==> config.mk <==
export PLATFORM = sky130hd
export DESIGN_NAME = cipher_xmode_ctrl
export DESIGN_NICKNAME = d
export VERILOG_FILES = /design/src/rtl/xm_pkg.sv /design/src/rtl/xm_regfile.sv /design/src/rtl/xm_keybank.sv /design/src/rtl/xm_ready.sv /design/src/rtl/cipher_xmode_ctrl.sv
export SDC_FILE = /design/constraint.sdc
export NUM_CORES = 1
export LEC_CHECK = 0
export BUFFER_PORTS_ARGS = -buffer_cell sky130_fd_sc_hd__buf_4
export CAP_MARGIN = 20
export CORE_AREA = 2 2 252 254
export CTS_CLUSTER_DIAMETER = 120
export DETAILED_ROUTE_END_ITERATION = 16
export DIE_AREA = 0 0 254 256
export SLEW_MARGIN = 20
export SYNTH_ARGS = -nofsm -noshare
export SYNTH_HDL_FRONTEND = slang
export SYNTH_SLANG_ARGS = --single-unit
==> constraint.sdc <==
create_clock -name clk -period 3.55 [get_ports clk]
set_clock_uncertainty 0.05 [all_clocks]
set_input_delay 0.71 -clock clk [delete_from_list [all_inputs] [get_ports clk]]
set_output_delay 0.71 -clock clk [all_outputs]
set_load 0.005 [all_outputs]
==> src/rtl/xm_pkg.sv <==
package xm_pkg;
  localparam int unsigned REG_W    = 32;
  localparam int unsigned BPE_B    = 31;
  localparam int unsigned NHDR_LO  = 16;
  localparam int unsigned PLEN_LO  = 8;
  localparam int unsigned KSEL_B   = 7;
  localparam int unsigned LOCK_B   = 6;
  localparam int unsigned PDEC_B   = 5;
  localparam int unsigned PEN_B    = 4;
  localparam int unsigned PMODE_B  = 1;
  localparam int unsigned PAD_B    = 0;

  typedef struct packed {
    logic       bpe;
    logic [7:0] nhdr;
    logic [7:0] padlen;
    logic       ksel;
    logic       pdec;
    logic       pen;
    logic       pmode;
    logic       paden;
  } xm_fields_t;

  function automatic logic [REG_W-1:0] xm_image(xm_fields_t f);
    logic [REG_W-1:0] v;
    v = '0;
    v[BPE_B]           = f.bpe;
    v[NHDR_LO +: 8]    = f.nhdr;
    v[PLEN_LO +: 8]    = f.padlen;
    v[KSEL_B]          = f.ksel;
    v[PDEC_B]          = f.pdec;
    v[PEN_B]           = f.pen;
    v[PMODE_B]         = f.pmode;
    v[PAD_B]           = f.paden;
    return v;
  endfunction

  function automatic xm_fields_t xm_decode(logic [REG_W-1:0] w);
    xm_fields_t f;
    f.bpe    = w[BPE_B];
    f.nhdr   = w[NHDR_LO +: 8];
    f.padlen = w[PLEN_LO +: 8];
    f.ksel   = w[KSEL_B];
    f.pdec   = w[PDEC_B];
    f.pen    = w[PEN_B];
    f.pmode  = w[PMODE_B];
    f.paden  = w[PAD_B];
    return f;
  endfunction
endpackage

==> src/rtl/xm_regfile.sv <==
module xm_regfile
  import xm_pkg::*;
#(
  parameter int unsigned        ADDR_W  = 8,
  parameter logic [ADDR_W-1:0]  REG_OFS = 8'hB0
) (
  input  logic              clk,
  input  logic              rst,
  input  logic              bus_wr,
  input  logic              bus_rd,
  input  logic [ADDR_W-1:0] bus_addr,
  input  logic [REG_W-1:0]  bus_wdata,
  input  logic              wr_protect,
  output xm_fields_t        cfg,
  output logic              key_lock,
  output logic              bpe_req,
  output logic [REG_W-1:0]  bus_rdata
);
  logic hit;
  logic wr_ok;
  logic unused_wbits;

  assign hit    = (bus_addr == REG_OFS);
  assign wr_ok  = bus_wr && hit && !wr_protect;
  // request for a fresh block: bit written high while already reporting per block
  assign bpe_req = wr_ok && bus_wdata[BPE_B] && cfg.bpe;
  assign unused_wbits = ^{bus_wdata[30:24], bus_wdata[3:2]};

  always_ff @(posedge clk) begin
    if (rst) begin
      cfg       <= '0;
      key_lock  <= 1'b0;
      bus_rdata <= '0;
    end else begin
      if (wr_ok) begin
        cfg <= xm_decode(bus_wdata);
        if (bus_wdata[LOCK_B]) key_lock <= 1'b1;
      end
      bus_rdata <= (bus_rd && hit) ? xm_image(cfg) : '0;
    end
  end
endmodule

==> src/rtl/xm_keybank.sv <==
module xm_keybank #(
  parameter int unsigned WORDS = 8,
  parameter int unsigned WW    = 32,
  localparam int unsigned IDX_W = $clog2(WORDS)
) (
  input  logic               clk,
  input  logic               rst,
  input  logic               key_lock,
  input  logic               pk_valid,
  input  logic [IDX_W-1:0]   pk_index,
  input  logic [WW-1:0]      pk_data,
  output logic               pk_we,
  output logic               pk_loaded,
  output logic [WORDS*WW-1:0] bank_flat
);
  localparam logic [IDX_W-1:0] LAST_IDX = IDX_W'(WORDS - 1);

  logic [WW-1:0] mem [WORDS];

  assign pk_we = pk_valid && (!key_lock || !pk_loaded);

  always_ff @(posedge clk) begin
    if (pk_we) mem[pk_index] <= pk_data;
  end

  always_ff @(posedge clk) begin
    if (rst || !key_lock)
      pk_loaded <= 1'b0;
    else if (pk_we && pk_index == LAST_IDX)
      pk_loaded <= 1'b1;
  end

  for (genvar g = 0; g < WORDS; g++) begin : g_flat
    assign bank_flat[g*WW +: WW] = mem[g];
  end
endmodule

==> src/rtl/xm_ready.sv <==
module xm_ready #(
  parameter int unsigned MODE_W   = 2,
  parameter int unsigned BLK_MODE = 2
) (
  input  logic              clk,
  input  logic              rst,
  input  logic              bpe,
  input  logic [MODE_W-1:0] stream_mode,
  input  logic              blk_end,
  input  logic              msg_end,
  input  logic              bpe_req,
  input  logic              status_rd,
  input  logic              data_wr,
  output logic              data_ready
);
  logic blk_mode;
  logic set_rdy;
  logic clr_rdy;

  assign blk_mode = (stream_mode == MODE_W'(BLK_MODE));
  assign set_rdy  = msg_end || (blk_mode && bpe && (blk_end || bpe_req));
  assign clr_rdy  = status_rd || data_wr;

  always_ff @(posedge clk) begin
    if (rst)          data_ready <= 1'b0;
    else if (set_rdy) data_ready <= 1'b1;
    else if (clr_rdy) data_ready <= 1'b0;
  end
endmodule

==> src/rtl/cipher_xmode_ctrl.sv <==
module cipher_xmode_ctrl
  import xm_pkg::*;
#(
  parameter int unsigned        ADDR_W    = 8,
  parameter logic [ADDR_W-1:0]  REG_OFS   = 8'hB0,
  parameter int unsigned        KEY_WORDS = 8,
  parameter int unsigned        KEY_WW    = 32,
  parameter int unsigned        MODE_W    = 2,
  parameter int unsigned        BLK_MODE  = 2,
  localparam int unsigned       IDX_W     = $clog2(KEY_WORDS),
  localparam int unsigned       KEY_W     = KEY_WORDS * KEY_WW
) (
  input  logic              clk,
  input  logic              rst,
  input  logic              bus_wr,
  input  logic              bus_rd,
  input  logic [ADDR_W-1:0] bus_addr,
  input  logic [31:0]       bus_wdata,
  output logic [31:0]       bus_rdata,
  input  logic              wr_protect,
  input  logic [MODE_W-1:0] stream_mode,
  input  logic              pk_valid,
  input  logic [IDX_W-1:0]  pk_index,
  input  logic [KEY_WW-1:0] pk_data,
  input  logic [KEY_W-1:0]  sw_key,
  output logic [KEY_W-1:0]  cipher_key,
  input  logic              blk_end,
  input  logic              msg_end,
  input  logic              status_rd,
  input  logic              data_wr,
  output logic              data_ready,
  output logic              pad_en,
  output logic              pad_ssl,
  output logic              proto_en,
  output logic              proto_dec,
  output logic [7:0]        pad_len,
  output logic [7:0]        next_hdr,
  output logic              key_src
);
  xm_fields_t       cfg;
  logic             key_lock;
  logic             bpe_req;
  logic             pk_we;
  logic             pk_loaded;
  logic [KEY_W-1:0] bank_flat;

  xm_regfile #(.ADDR_W(ADDR_W), .REG_OFS(REG_OFS)) u_regs (
    .clk(clk), .rst(rst), .bus_wr(bus_wr), .bus_rd(bus_rd),
    .bus_addr(bus_addr), .bus_wdata(bus_wdata), .wr_protect(wr_protect),
    .cfg(cfg), .key_lock(key_lock), .bpe_req(bpe_req), .bus_rdata(bus_rdata)
  );

  xm_keybank #(.WORDS(KEY_WORDS), .WW(KEY_WW)) u_bank (
    .clk(clk), .rst(rst), .key_lock(key_lock), .pk_valid(pk_valid),
    .pk_index(pk_index), .pk_data(pk_data), .pk_we(pk_we),
    .pk_loaded(pk_loaded), .bank_flat(bank_flat)
  );

  xm_ready #(.MODE_W(MODE_W), .BLK_MODE(BLK_MODE)) u_rdy (
    .clk(clk), .rst(rst), .bpe(cfg.bpe), .stream_mode(stream_mode),
    .blk_end(blk_end), .msg_end(msg_end), .bpe_req(bpe_req),
    .status_rd(status_rd), .data_wr(data_wr), .data_ready(data_ready)
  );

  always_ff @(posedge clk) begin
    if (rst) cipher_key <= '0;
    else     cipher_key <= cfg.ksel ? bank_flat : sw_key;
  end

  assign pad_en    = cfg.paden;
  assign pad_ssl   = cfg.pmode;
  assign proto_en  = cfg.pen;
  assign proto_dec = cfg.pdec;
  assign pad_len   = cfg.padlen;
  assign next_hdr  = cfg.nhdr;
  assign key_src   = cfg.ksel;
endmodule

# After elaboration in Yosys (flattened, before gate mapping)
# Memory sizes are Yosys's and may differ from the RTL's.
# Cells that the tools add are included.
op_classes:
  n_eq_ne: 3
  mux: 5
  bitwise_logic: 1
  n_reduce_logical: 20
ops:
  columns: ["operator", "n"]
  rows:
  - ["256-bit 2-to-1 mux", 1]
  - ["1-bit logical AND", 9]
  - ["8-bit == test (second input constant)", 1]
  - ["1-bit logical OR", 5]
  - ["1-bit 2-to-1 mux", 4]
  - ["3-bit == test (second input constant)", 1]
  - ["1-bit logical NOT", 3]
  - ["2-bit == test (second input constant)", 1]
  - ["2-bit AND reduction", 1]
  - ["2-bit nonzero test", 1]
  - ["2-bit OR reduction", 1]
  - ["1-bit inverter", 1]
word_totals:
  reg_bits: 313
  ramBits: 256
  input_bits: 343
  wordCells: 44
  memories: 1
memory_table:
  columns: ["name", "depth", "width", "read_ports", "rd_ports_with_merged_regs", "wr", "line_no", "rtl"]
  rows:
  - ["u_bank.mem", 8, 32, 8, 0, 1, "xm_keybank.sv:18", "logic [WW-1:0] mem [WORDS];"]

# Logic depth before layout (Yosys ltp)
# Gate-level depths: netlist (run 1).
logic_depth:
  ltp_word: 9
  mapped_depth: 5
  ltp_nobuf: 3

# Modules after synthesis
# A second synthesis (run 1) with hierarchy kept.
hier_totals:
  cells_unflattened: 1264
  area_unflattened_um2: 18836.8
modules_own_cells:
  columns: ["module", "instances", "cells_each", "area_per_inst_um2"]
  rows:
  - ["cipher_xmode_ctrl", 1, 825, 9322.7]
  - ["xm_keybank", 1, 273, 7831.3]
  - ["xm_regfile", 1, 160, 1636.6]
  - ["xm_ready", 1, 6, 46.3]

# Worst setup path before layout (run 1)
# OpenSTA, ideal clock, no wires.
synth_timing:
  path_kind: "input to register"
  from: "in pk_valid"
  to: "mem u_bank.mem[0][0], enable pin"
  setup_time_ns: 0.461
  t_arrival_ns: 3.262
  required_time_ns: 3.039
  setup_slack_ns: -0.224
  path_stages: 3
  path_buffers: 0
  path_cell_list: "a21boi_0 -> nand2b_1 -> nor3_1"
synth_between:
  elab_chain_cells: 3
synth_rtl:
  columns: ["item", "line_no", "rtl"]
  rows:
  - ["start, declared", "cipher_xmode_ctrl.sv:22", "input logic pk_valid,"]
  - ["1-bit logical AND", "xm_keybank.sv:20", "assign pk_we = pk_valid && (!key_lock || !pk_loaded);"]
  - ["1-bit 2-to-1 mux", "xm_keybank.sv:23", "if (pk_we) mem[pk_index] <= pk_data;"]
  - ["1-bit 2-to-1 mux (implied by the code)", "xm_keybank.sv:23", null]
  - ["end, declared", "xm_keybank.sv:18", null]
# No other way between the ends.

# Final worst setup path (run 1)
layout_timing:
  from: "reg u_regs.cfg[4] (netlist name)"
  to: "out key_src"
layout_lines:
  columns: ["item", "line_no", "rtl"]
  rows:
  - ["end, declared", "cipher_xmode_ctrl.sv:38", "output logic key_src"]
# No word-level cell between the ends.

==> metrics.yaml, run 1 <==
sta:
  rsz0062_at_grt: "false"
  drv_slew: 0
  period_needed_ps: 2403
  max_slew.worst_pin.slew_ps: 750.0
  period_share: 0.6768
  slew_headroom: 0.4992
  clock.fmax_mhz: 416.2
  finalHoldViolations: 0
  fin_tns_setup_ps: 0
  setup_viol: 0
yosys:
  synth-warning-count: 0
  synth_cell_type_count: 26
  syn_inst: 1265
  ys_seq_area_frac: 0.7486
  synth.avg_cell_area_um2: 14.52
  syn_area_um2: 18370
  ys_ff_latch: 559
clock_network:
  clk_pin_slew_ps: 60
  clk_latency_ps: 610
  post_cts_resize_count: 0
  clock_path_buffers: 3
  post-cts-setup-buffer-count: 0
  numCtsBuffers: 57
  ctsHoldBuffers: 0
  cts_tree: "yes"
  cts_sinks: 559
  htree_levels: 2
  root_buffer: "clkbuf_16"
die:
  die_y_um: 256
  initial_core_util: 0.2945
  rows: 92
  ios: 653
  core_area_um2: 62390
  dieArea_um2: 65020
  die_width_um: 254
critical_path:
  reg2reg_to: "u_bank.mem[5][0]$_DFFE_PP_"
  rrSetupSlack_ps: 1470
  worst-path-buf-inv: 1
  start_kind: "register"
  critical_path_depth: 1
  slowest_delay_ps: 810
  worstSetupEndpointType: "output port"
  worstPathCellList: "buf_4"
  arrival_ps: 1640
  r2r_start: "u_regs.key_lock$_SDFFE_PP0P_"
  reg2reg_depth: 4
  worstPathRequired_ps: 2790
  crit_fanout: 33
  path_class: "reg -> out"
  critPathSlowestCell: "dfxtp_4"
  crit_family: "flip-flops"
placement:
  place.gp.congestion: 0.8573
  portBuffers: 633
  dp_hpwl_mm: 40.58
grt:
  grt.overflow.total: 0
  grt_use_total: 0.1690
  first_global_vias: 12630
  grt_max_degree: 92
  antenna_found_initial: 2
  grt_pass1_wl_mm: 81.65
detailed_routing:
  finalWirelength_mm: 56.65
  ant_nets: 0
  vias_per_cell: 4.291
  dr_total_vias: 12100
  drc: 0
  post_drt_wl_per_cell_um: 20.08
  drt_iter0_drc: 530
  firstDrtPassIters: 6
min_path:
  hp-start: "sw_key[250]"
  hold_depth: 3
  hold_end: "cipher_key[250]$_SDFF_PP0_"
  hold_class: "in -> reg"
layout:
  final_core_util: 0.4194
  area_delta_synth_final_pct: 42.41
  nets: 2268
  seqCellArea_um2: 13760
  nFillCells: 5844
  multiInputGateArea_um2: 4350
  drive_gt1_frac: 0.3896
power:
  power.static_leakage_nw: 10.33
  total_power_mw: 14.03
  ir_worst_vdd_mv: 0.3258
  power_density_nw_per_um2: 536.3
job:
  maxCapViolations: 0
status:
  status: "complete, no violations"
==> area by class of cell <==
type	instances	share of cell area
clock buffer	77	0.06179
inverter	1	0.0001435
multi-input combinational	638	0.1663
timing repair buffer	668	0.1943
sequential	559	0.5258
tap	846	0.04046
antenna	1	0.00009564
clock inverter	31	0.01114
==> state kept, by name (all words and copies together), names as in the netlist <==
name / flops
cipher_key: 256
u_bank.mem: 256
u_regs.bus_rdata: 22
u_regs.cfg: 22
u_regs.key_lock: 1
u_bank.pk_loaded: 1
u_rdy.data_ready: 1
==> worst reg2reg max path: stages, from the launching register on <==
cell and delay, ps:
dfxtp_1 310, a21boi_0 280, nand2_1 300, nor2_4 430, buf_4 370
==> layer usage <==
| metal | global-route usage | wire length, um | vias up |
|---|---|---|---|
| met5 | 0 | 16 | - |
| met4 | 0.05278 | 1485 | 2 |
| met3 | 0.04444 | 3986 | 86 |
| met2 | 0.2973 | 28560 | 433 |
| met1 | 0.1997 | 22610 | 5913 |
| li1 | - | - | 5670 |
==> power by group <==
| group | total [mW] | switching, mW | internal, mW |
|---|---|---|---|
| clock | 6.04 | 2.54 | 3.50 |
| combinational | 0.923 | 0.413 | 0.510 |
| sequential | 7.06 | 0.0790 | 6.99 |
==> cell usage after synthesis <==
cell type	instances	area (um2)
dfxtp_1	303	6066
mux2i_1	278	2783
nor2_1	263	987.2
edfxtp_1	256	7687
nand2_1	46	172.7
clkbuf_1	33	123.9
and2_1	24	150.1
buf_2	23	115.1
buf_4	10	75.07
buf_1	8	30.03
nand2b_1	3	18.77
buf_6	2	22.52
nor2b_1	2	12.51
nor3_1	2	10.01
a21boi_0	1	7.510
a21o_1	1	7.510
a221o_1	1	10.01
a31o_2	1	8.760
a41oi_1	1	8.760
conb_1	1	3.750
inv_2	1	3.750
nand4b_1	1	8.760
nor4b_2	1	15.01
nor4b_4	1	23.77
nor4bb_1	1	10.01
or4_4	1	11.26
==> kinds of logic (layout without fill, tap and decap cells) <==
logic type             count (synthesis)  in the layout  share of synthesized area
DFF                                  559            559                     0.7486
other                                  1             11                  0.0002041
buffers and inverters                 77            777                    0.02016
AOI/OAI and AO/OA                      5              5                   0.002316
and+or+nand+nor                      345            345                    0.07729
muxes                                278            278                     0.1515
==> placed cells by master (no fill, tap or decap), types with 2 or more instances in the layout <==
master / synthesis / layout
conb_1: 1 / 10
nand2b_1: 3 / 3
edfxtp_1: 256 / 256
buf_4: 10 / 662
nor2_4: 0 / 6
nor2_1: 263 / 257
and2_1: 24 / 24
buf_12: 0 / 5
clkinv_8: 0 / 2
clkinvlp_4: 0 / 3
bufinv_16: 0 / 4
clkbuf_1: 33 / 13
clkbuf_8: 0 / 4
dfxtp_1: 303 / 302
mux2i_1: 278 / 278
clkbuf_16: 0 / 61
nand2_1: 46 / 46
inv_6: 0 / 3
nor3_4: 0 / 2
nor2b_1: 2 / 2
clkinv_2: 0 / 9
clkinv_1: 0 / 8
==> stage by stage <==
stage	area (um2)	hold WS [ps]	setup slack, ps	cells
after global routing	26160	249.4	1042	2821
final	26160	276.3	1147	2821
after CTS	26160	235.4	1056	2820
after floorplan	18420	388.0	633.6	1274
after global placement	24250	407.6	914.4	2712
after detailed placement	24250	413.8	910.6	2712
==> worst max path at each step <==
stage                                           from                          to  slack [ps]
after floorplan                             pk_valid  u_bank.mem[7][0]$_DFFE_PP_         630
after global placement                      pk_valid  u_bank.mem[5][1]$_DFFE_PP_         910
after detailed placement                    pk_valid  u_bank.mem[5][1]$_DFFE_PP_         910
after CTS                 u_regs.cfg[4]$_SDFFE_PP0N_                     key_src        1060
after global routing      u_regs.cfg[4]$_SDFFE_PP0N_                     key_src        1040
final                     u_regs.cfg[4]$_SDFFE_PP0N_                     key_src        1150
No activity file was read; power rests on OpenSTA's default activity.
==> run 2, diff against run 1 <==
--- a/config.mk
+++ b/config.mk
@@ -7,10 +7,10 @@
 export LEC_CHECK = 0
 export BUFFER_PORTS_ARGS = -buffer_cell sky130_fd_sc_hd__buf_4
 export CAP_MARGIN = 20
-export CORE_AREA = 2 2 252 254
+export CORE_AREA = 2 2 256 258
 export CTS_CLUSTER_DIAMETER = 120
 export DETAILED_ROUTE_END_ITERATION = 16
-export DIE_AREA = 0 0 254 256
+export DIE_AREA = 0 0 258 260
 export SLEW_MARGIN = 20
 export SYNTH_ARGS = -nofsm -noshare
 export SYNTH_HDL_FRONTEND = slang
==> constraint.sdc (replaced) <==
create_clock -name clk -period 2.3 [get_ports clk]
set_clock_uncertainty 0.05 [all_clocks]
set_input_delay 0.46 -clock clk [delete_from_list [all_inputs] [get_ports clk]]
set_output_delay 0.46 -clock clk [all_outputs]
set_load 0.005 [all_outputs]
==> run 2 against run 1 <==
  * Count of clock-buffer cells in the layout is 11 higher
  * Via count is 0.12% lower
  * Non-clock buffer count is 10 higher
  * Sequential share of layout area is 0.55 points lower
  * Wire length hardly changed
  * Critical path depth is 1 higher
  * Worst setup slack worse by 740 ps
  * Die area is 3.2% higher
  * Combinational power is 58% higher
  * Clock power is 53% higher
  * Register-to-register slack worse by 1000 ps
  * Utilization is 0.70 points lower
==> metrics.yaml, run 2 (synthesis results as in run 1) <==
layout:
  seqCellArea_um2: 13760  # unchanged
  nets: 2280  # +0.53%
  drive_gt1_frac: 0.3915  # +0.001981
  final_core_util: 0.4124  # -0.006973
  final_cell_mix: "buf_4, dfxtp_1, mux2i_1"
  nFillCells: 5996  # +2.6%
  layoutNonFillerInstCount: 2843  # +0.78%
  final_common_cell: "buf_4"
  multiInputGateArea_um2: 4350  # unchanged
  area_delta_synth_final_pct: 43.91
  top_regs: "cipher_key x256, u_bank.mem x256"
die:
  initial_core_util: 0.2866  # -0.007925
  die_y_um: 260  # +1.6%
  die_width_um: 258  # +1.6%
  dieArea_um2: 67080  # +3.2%
  rows: 93  # +1.1%
  ios: 653  # unchanged
  core_area_um2: 64120  # +2.8%
placement:
  place.gp.congestion: 0.8951  # +4.4%
  dpl_worst_slack_ps: 160.4  # -750.3 ps
  dp_hpwl_mm: 41.20  # +1.5%
  dp.cells: 2728  # +0.59%
  portBuffers: 633  # unchanged
critical_path:
  path_class: "reg -> out"
  worstPathRequired_ps: 1790  # -1000 ps
  critPathSlowestCell: "dfxtp_4"
  arrival_ps: 1390  # -250 ps
  worst-path-buf-inv: 2  # +1
  start_kind: "register"
  crit_family: "buffers and inverters"
  crit_fanout: 36  # +9.1%
  r2r_start: "u_regs.key_lock$_SDFFE_PP0P_"
  worstPathCellList: "buf_12, buf_4"
  reg2reg_depth: 4  # unchanged
  slowest_delay_ps: 380  # -430 ps
  reg2reg_to: "u_bank.mem[4][26]$_DFFE_PP_"
  worstSetupEndpointType: "output port"
  rrSetupSlack_ps: 440  # -1030 ps
power:
  p_int_mw: 17.02  # +55%
  power.share.clock: 0.428  # -0.003
  ir_worst_vdd_mv: 0.5214  # +60%
  combPwrFrac: 0.067  # about the same
  power_density_nw_per_um2: 817.5  # +52%
  power.static_leakage_nw: 10.43  # +0.99%
  p_switching_mw: 4.600  # +52%
  seq_power_share: 0.505  # +0.002
  total_power_mw: 21.62  # +54%
  p_sw_frac: 0.2128  # -0.003396
clock_network:
  clock_path_buffers: 3  # unchanged
  clk_latency_ps: 590  # -20 ps
  post_cts_resize_count: 0  # unchanged
  cts_tree: "yes"
  numCtsBuffers: 59  # +3.5%
  post-cts-setup-buffer-count: 0  # unchanged
  cts_sinks: 559  # unchanged
  htree_levels: 2  # unchanged
  clk_pin_slew_ps: 60  # about the same
  root_buffer: "clkbuf_16"
sta:
  drv_slew: 0  # unchanged
  period_needed_ps: 1897
  finalHoldViolations: 0  # unchanged
  slew_headroom: 0.4745  # -0.02471
  rsz0062_at_grt: "false"
  clock.fmax_mhz: 527.1
  setup_viol: 0  # unchanged
  setup_slack_ps: 402.7  # -744.6 ps
  period_share: 0.8249
  max_slew.worst_pin.slew_ps: 788.2  # +38.16 ps
grt:
  grt_pass1_wl_mm: 81.39  # -0.33%
  grt_use_total: 0.1626  # -0.006402
  grt_max_degree: 134  # +46%
  antenna_found_initial: 1  # -1
  grt.overflow.total: 0  # unchanged
  first_global_vias: 12810  # +1.4%
job:
  maxCapViolations: 0  # unchanged
detailed_routing:
  dr_total_vias: 12090  # -0.12%
  vias_per_cell: 4.253  # -0.89%
  ant_nets: 0  # unchanged
  post_drt_wl_per_cell_um: 19.93  # -0.78%
  finalWirelength_mm: 56.65  # about the same
  drt_iter0_drc: 677  # +28%
  firstDrtPassIters: 5  # -1
  drc: 0  # unchanged
min_path:
  hold_end: "cipher_key[201]$_SDFF_PP0_"
  hold_class: "in -> reg"
  hp-start: "sw_key[201]"
  hold_depth: 3  # unchanged
status:
  status: "complete, no violations"
## run 2: worst min-delay path: cells and delay by family
family	cells	cell delay, ps
buffers and inverters	1	70
muxes	1	50
and+or+nand+nor	1	70
## run 2: layout make-up
cell class                      count  share of cell area
Antenna cell                        1          0.00009464
Clock inverter                     23            0.005442
Multi-Input combinational cell    638              0.1645
Tap cell                          855             0.04046
Inverter                            1           0.0001420
Sequential cell                   559              0.5203
Timing Repair Buffer              678              0.2020
Clock buffer                       88             0.06701
## run 2: how the worst max path moves through the flow
stage	start	end	slack, ps	depth (start not counted)
3_3_place_gp	pk_valid	u_bank.mem[7][2]$_DFFE_PP_	140	5
4_1_cts	u_regs.cfg[4]$_SDFFE_PP0N_	key_src	310	2
2_1_floorplan	pk_valid	u_bank.mem[7][0]$_DFFE_PP_	-370	3
6_report	u_regs.cfg[4]$_SDFFE_PP0N_	key_src	400	2
5_1_grt	u_regs.key_lock$_SDFFE_PP0P_	u_bank.mem[4][28]$_DFFE_PP_	280	4
3_5_place_dp	pk_valid	u_bank.mem[7][29]$_DFFE_PP_	160	5
## run 2: timing repair
action,CTS,global route
hold buffers,3,0
hold endpoints to repair,3,0
endpoints found under the setup margin,0,0
## run 2: power by group through the flow
stage          clock network (mW)  logic [mW]  registers [mW]
5_1_grt                      9.90        1.58            10.9
2_1_floorplan                   0       0.347            11.1
3_5_place_dp                    0        1.47            11.1
6_report                     9.25        1.46            10.9
3_3_place_gp                    0        1.46            11.1
4_1_cts                      9.48        1.49            10.9
## run 2: metal layers
metal,part of all wire,track usage,vias up
met2,0.50,0.2793,480
met3,0.069,0.04318,103
met5,0,0,-
met4,0.035,0.06342,0
li1,-,-,5696
met1,0.40,0.1942,5811
## run 2: per-stage QoR
step	hold slack, ps	setup TNS (ps)	area, um2
floorplan	388.0	-84800	18420
global placement	412.6	0	24490
detailed placement	411.4	0	24490
CTS	0.4385	0	26440
global route	5.226	0	26440
finish	44.07	0	26440
==> run 3, diff against run 2 <==
--- a/config.mk
+++ b/config.mk
@@ -7,10 +7,10 @@
 export LEC_CHECK = 0
 export BUFFER_PORTS_ARGS = -buffer_cell sky130_fd_sc_hd__buf_4
 export CAP_MARGIN = 20
-export CORE_AREA = 2 2 256 258
+export CORE_AREA = 2 2 252 254
 export CTS_CLUSTER_DIAMETER = 120
 export DETAILED_ROUTE_END_ITERATION = 16
-export DIE_AREA = 0 0 258 260
+export DIE_AREA = 0 0 254 256
 export SLEW_MARGIN = 20
 export SYNTH_ARGS = -nofsm -noshare
 export SYNTH_HDL_FRONTEND = slang
==> constraint.sdc (replaced) <==
create_clock -name clk -period 1.71 [get_ports clk]
set_clock_uncertainty 0.05 [all_clocks]
set_input_delay 0.342 -clock clk [delete_from_list [all_inputs] [get_ports clk]]
set_output_delay 0.342 -clock clk [all_outputs]
set_load 0.005 [all_outputs]
==> run 3 against run 2 <==
  * Sequential power rose by 35%
  * Final area is 14% higher
  * Final cell count is 11% higher
  * Non-clock buffer count increased by 332
  * Flip-flop and latch count stayed put
  * Utilization increased by 6.9 points
  * Worst setup slack lost 370 ps
  * Critical path type is now in -> reg
  * Highest routed layer is now met5
==> metrics.yaml, run 3 (synthesis results as in run 1) <==
critical_path:
  start_kind: "input pin"
  path_class: "in -> reg"
  worstSetupEndpointType: "register"
  worstPathCellList: "buf_4, or4_4, nor4b_4, buf_12, a221o_1, dlygate4sd3_1"
  critPathSlowestCell: "or4_4"
  startpoint: "bus_addr[1]"
  arrival_ps: 2180  # +790 ps
  r2r_start: "u_regs.key_lock$_SDFFE_PP0P_"
  slowest_delay_ps: 550  # +170 ps
  worstPathRequired_ps: 2210  # +420 ps
  crit_fanout: 5  # -86%
die:
  die_y_um: 256  # -1.5%
  rows: 92  # -1.1%
  dieArea_um2: 65020  # -3.1%
  ios: 653  # unchanged
  initial_core_util: 0.2945  # +0.007925
  core_area_um2: 62390  # -2.7%
  die_width_um: 254  # -1.6%
grt:
  grt_pass1_wl_mm: 88.85  # +9.2%
  antenna_found_initial: 3  # +2
  grt_use_total: 0.1821  # +0.01950
  first_global_vias: 14580  # +14%
  grt.overflow.total: 0  # unchanged
  grt_max_degree: 73  # -46%
detailed_routing:
  dr_total_vias: 13530  # +12%
  post_drt_wl_per_cell_um: 19.52  # -2.0%
  drc: 0  # unchanged
  drt_iter0_drc: 582  # -14%
  ant_nets: 0  # unchanged
  firstDrtPassIters: 4  # -1
  vias_per_cell: 4.272  # +0.46%
  finalWirelength_mm: 61.81  # +9.1%
sta:
  finalHoldViolations: 0  # unchanged
  clock.fmax_mhz: 595.6
  period_needed_ps: 1679
  fin_tns_setup_ps: 0  # unchanged
  setup_viol: 0  # unchanged
  period_share: 0.9819
  rsz0062_at_grt: "false"
  drv_slew: 0  # unchanged
layout:
  top_regs: "cipher_key x256, u_bank.mem x256"
  drive_gt1_frac: 0.3512  # -0.04038
  nFillCells: 5349  # -11%
  nets: 2611  # +15%
  final_cell_mix: "buf_4, dlygate4sd3_1, dfxtp_1"
  area_delta_synth_final_pct: 63.47
  final_common_cell: "buf_4"
clock_network:
  root_buffer: "clkbuf_16"
  htree_levels: 2  # unchanged
  clock_path_buffers: 3  # unchanged
  cts_tree: "yes"
  numCtsBuffers: 58  # -1.7%
  clk_latency_ps: 610  # +20 ps
  clk_pin_slew_ps: 60  # about the same
  cts_sinks: 559  # unchanged
power:
  ir_worst_vdd_mv: 0.7724  # +48%
  power.static_leakage_nw: 11.99  # +15%
  power_density_nw_per_um2: 1021  # +25%
  total_power_mw: 30.65  # +42%
placement:
  place.gp.congestion: 0.8765  # -2.1%
  dp_hpwl_mm: 41.26  # +0.14%
  portBuffers: 633  # unchanged
job:
  maxCapViolations: 0  # unchanged
status:
  status: "complete, no violations"
min_path:
  hold_class: "in -> reg"
  hp-start: "sw_key[211]"
==> run 3: worst max-delay path: cells and delay by family <==
kind,cells,cell delay (ps)
buffers and inverters,3,800
AOI/OAI and AO/OA,1,120
and+or+nand+nor,2,910
==> run 3: final timing paths <==
kind | slack (ps) | end | cells after the start
setup / recovery | 30 | u_rdy.data_ready$_SDFFE_PP0P_ | 6
hold / removal | 30 | cipher_key[211]$_SDFF_PP0_ | 3
setup reg to reg | 90 | u_bank.mem[4][6]$_DFFE_PP_ | 6
hold reg to reg | 420 | u_regs.cfg[21]$_SDFFE_PP0N_ | 2
==> run 3: metal layers <==
metal	global-route usage	share of wire	wire [um]	vias to the layer above
met5	0	0.00018	11	-
met1	0.2119	0.40	24710	6521
met2	0.3235	0.51	31380	517
met4	0.07059	0.034	2084	2
met3	0.04017	0.059	3617	126
li1	-	-	-	6359
==> run 3: where the power goes <==
part	switching, mW	internal, mW	leakage, nW
registers	0.179	14.5	4.84
clock network	5.40	7.94	0.997
logic	1.04	1.59	6.15
total	6.62	24.0	12.0
==> run 3: repair_timing <==
item	in CTS	in global routing
setup endpoints to repair	1	52
gates cloned	1	3
buffers inserted	1	6
hold buffers	310	0
pin swaps	0	3
endpoints found under the hold margin	520	0
gates resized for setup	0	5
==> run 3: area by class of cell <==
class	instances	area, um2	share of cell area
flip-flops and latches	559	13760	0.4580
repair buffers	1010	8805	0.2932
multi-input cells	638	4377	0.1457
well taps	846	1059	0.03524
diodes	2	5.005	0.0001666
inverters	1	3.754	0.0001250
clock buffers	68	1529	0.05091
clock inverters	42	499.2	0.01662
==> run 3: through the flow <==
step                        util  hold slack, ps  cell area [um2]  std cells  setup slack (ps)
after detailed placement  0.3959           415.8            24700       2733            -184.2
after floorplan                -           388.0            18500       1274            -267.0
after global routing      0.4814           3.375            30030       3166            0.2978
after CTS                 0.4788           6.338            29870       3155             4.176
after global placement    0.3959           409.0            24700       2733            -176.0
final                     0.4814           30.65            30030       3166             30.91
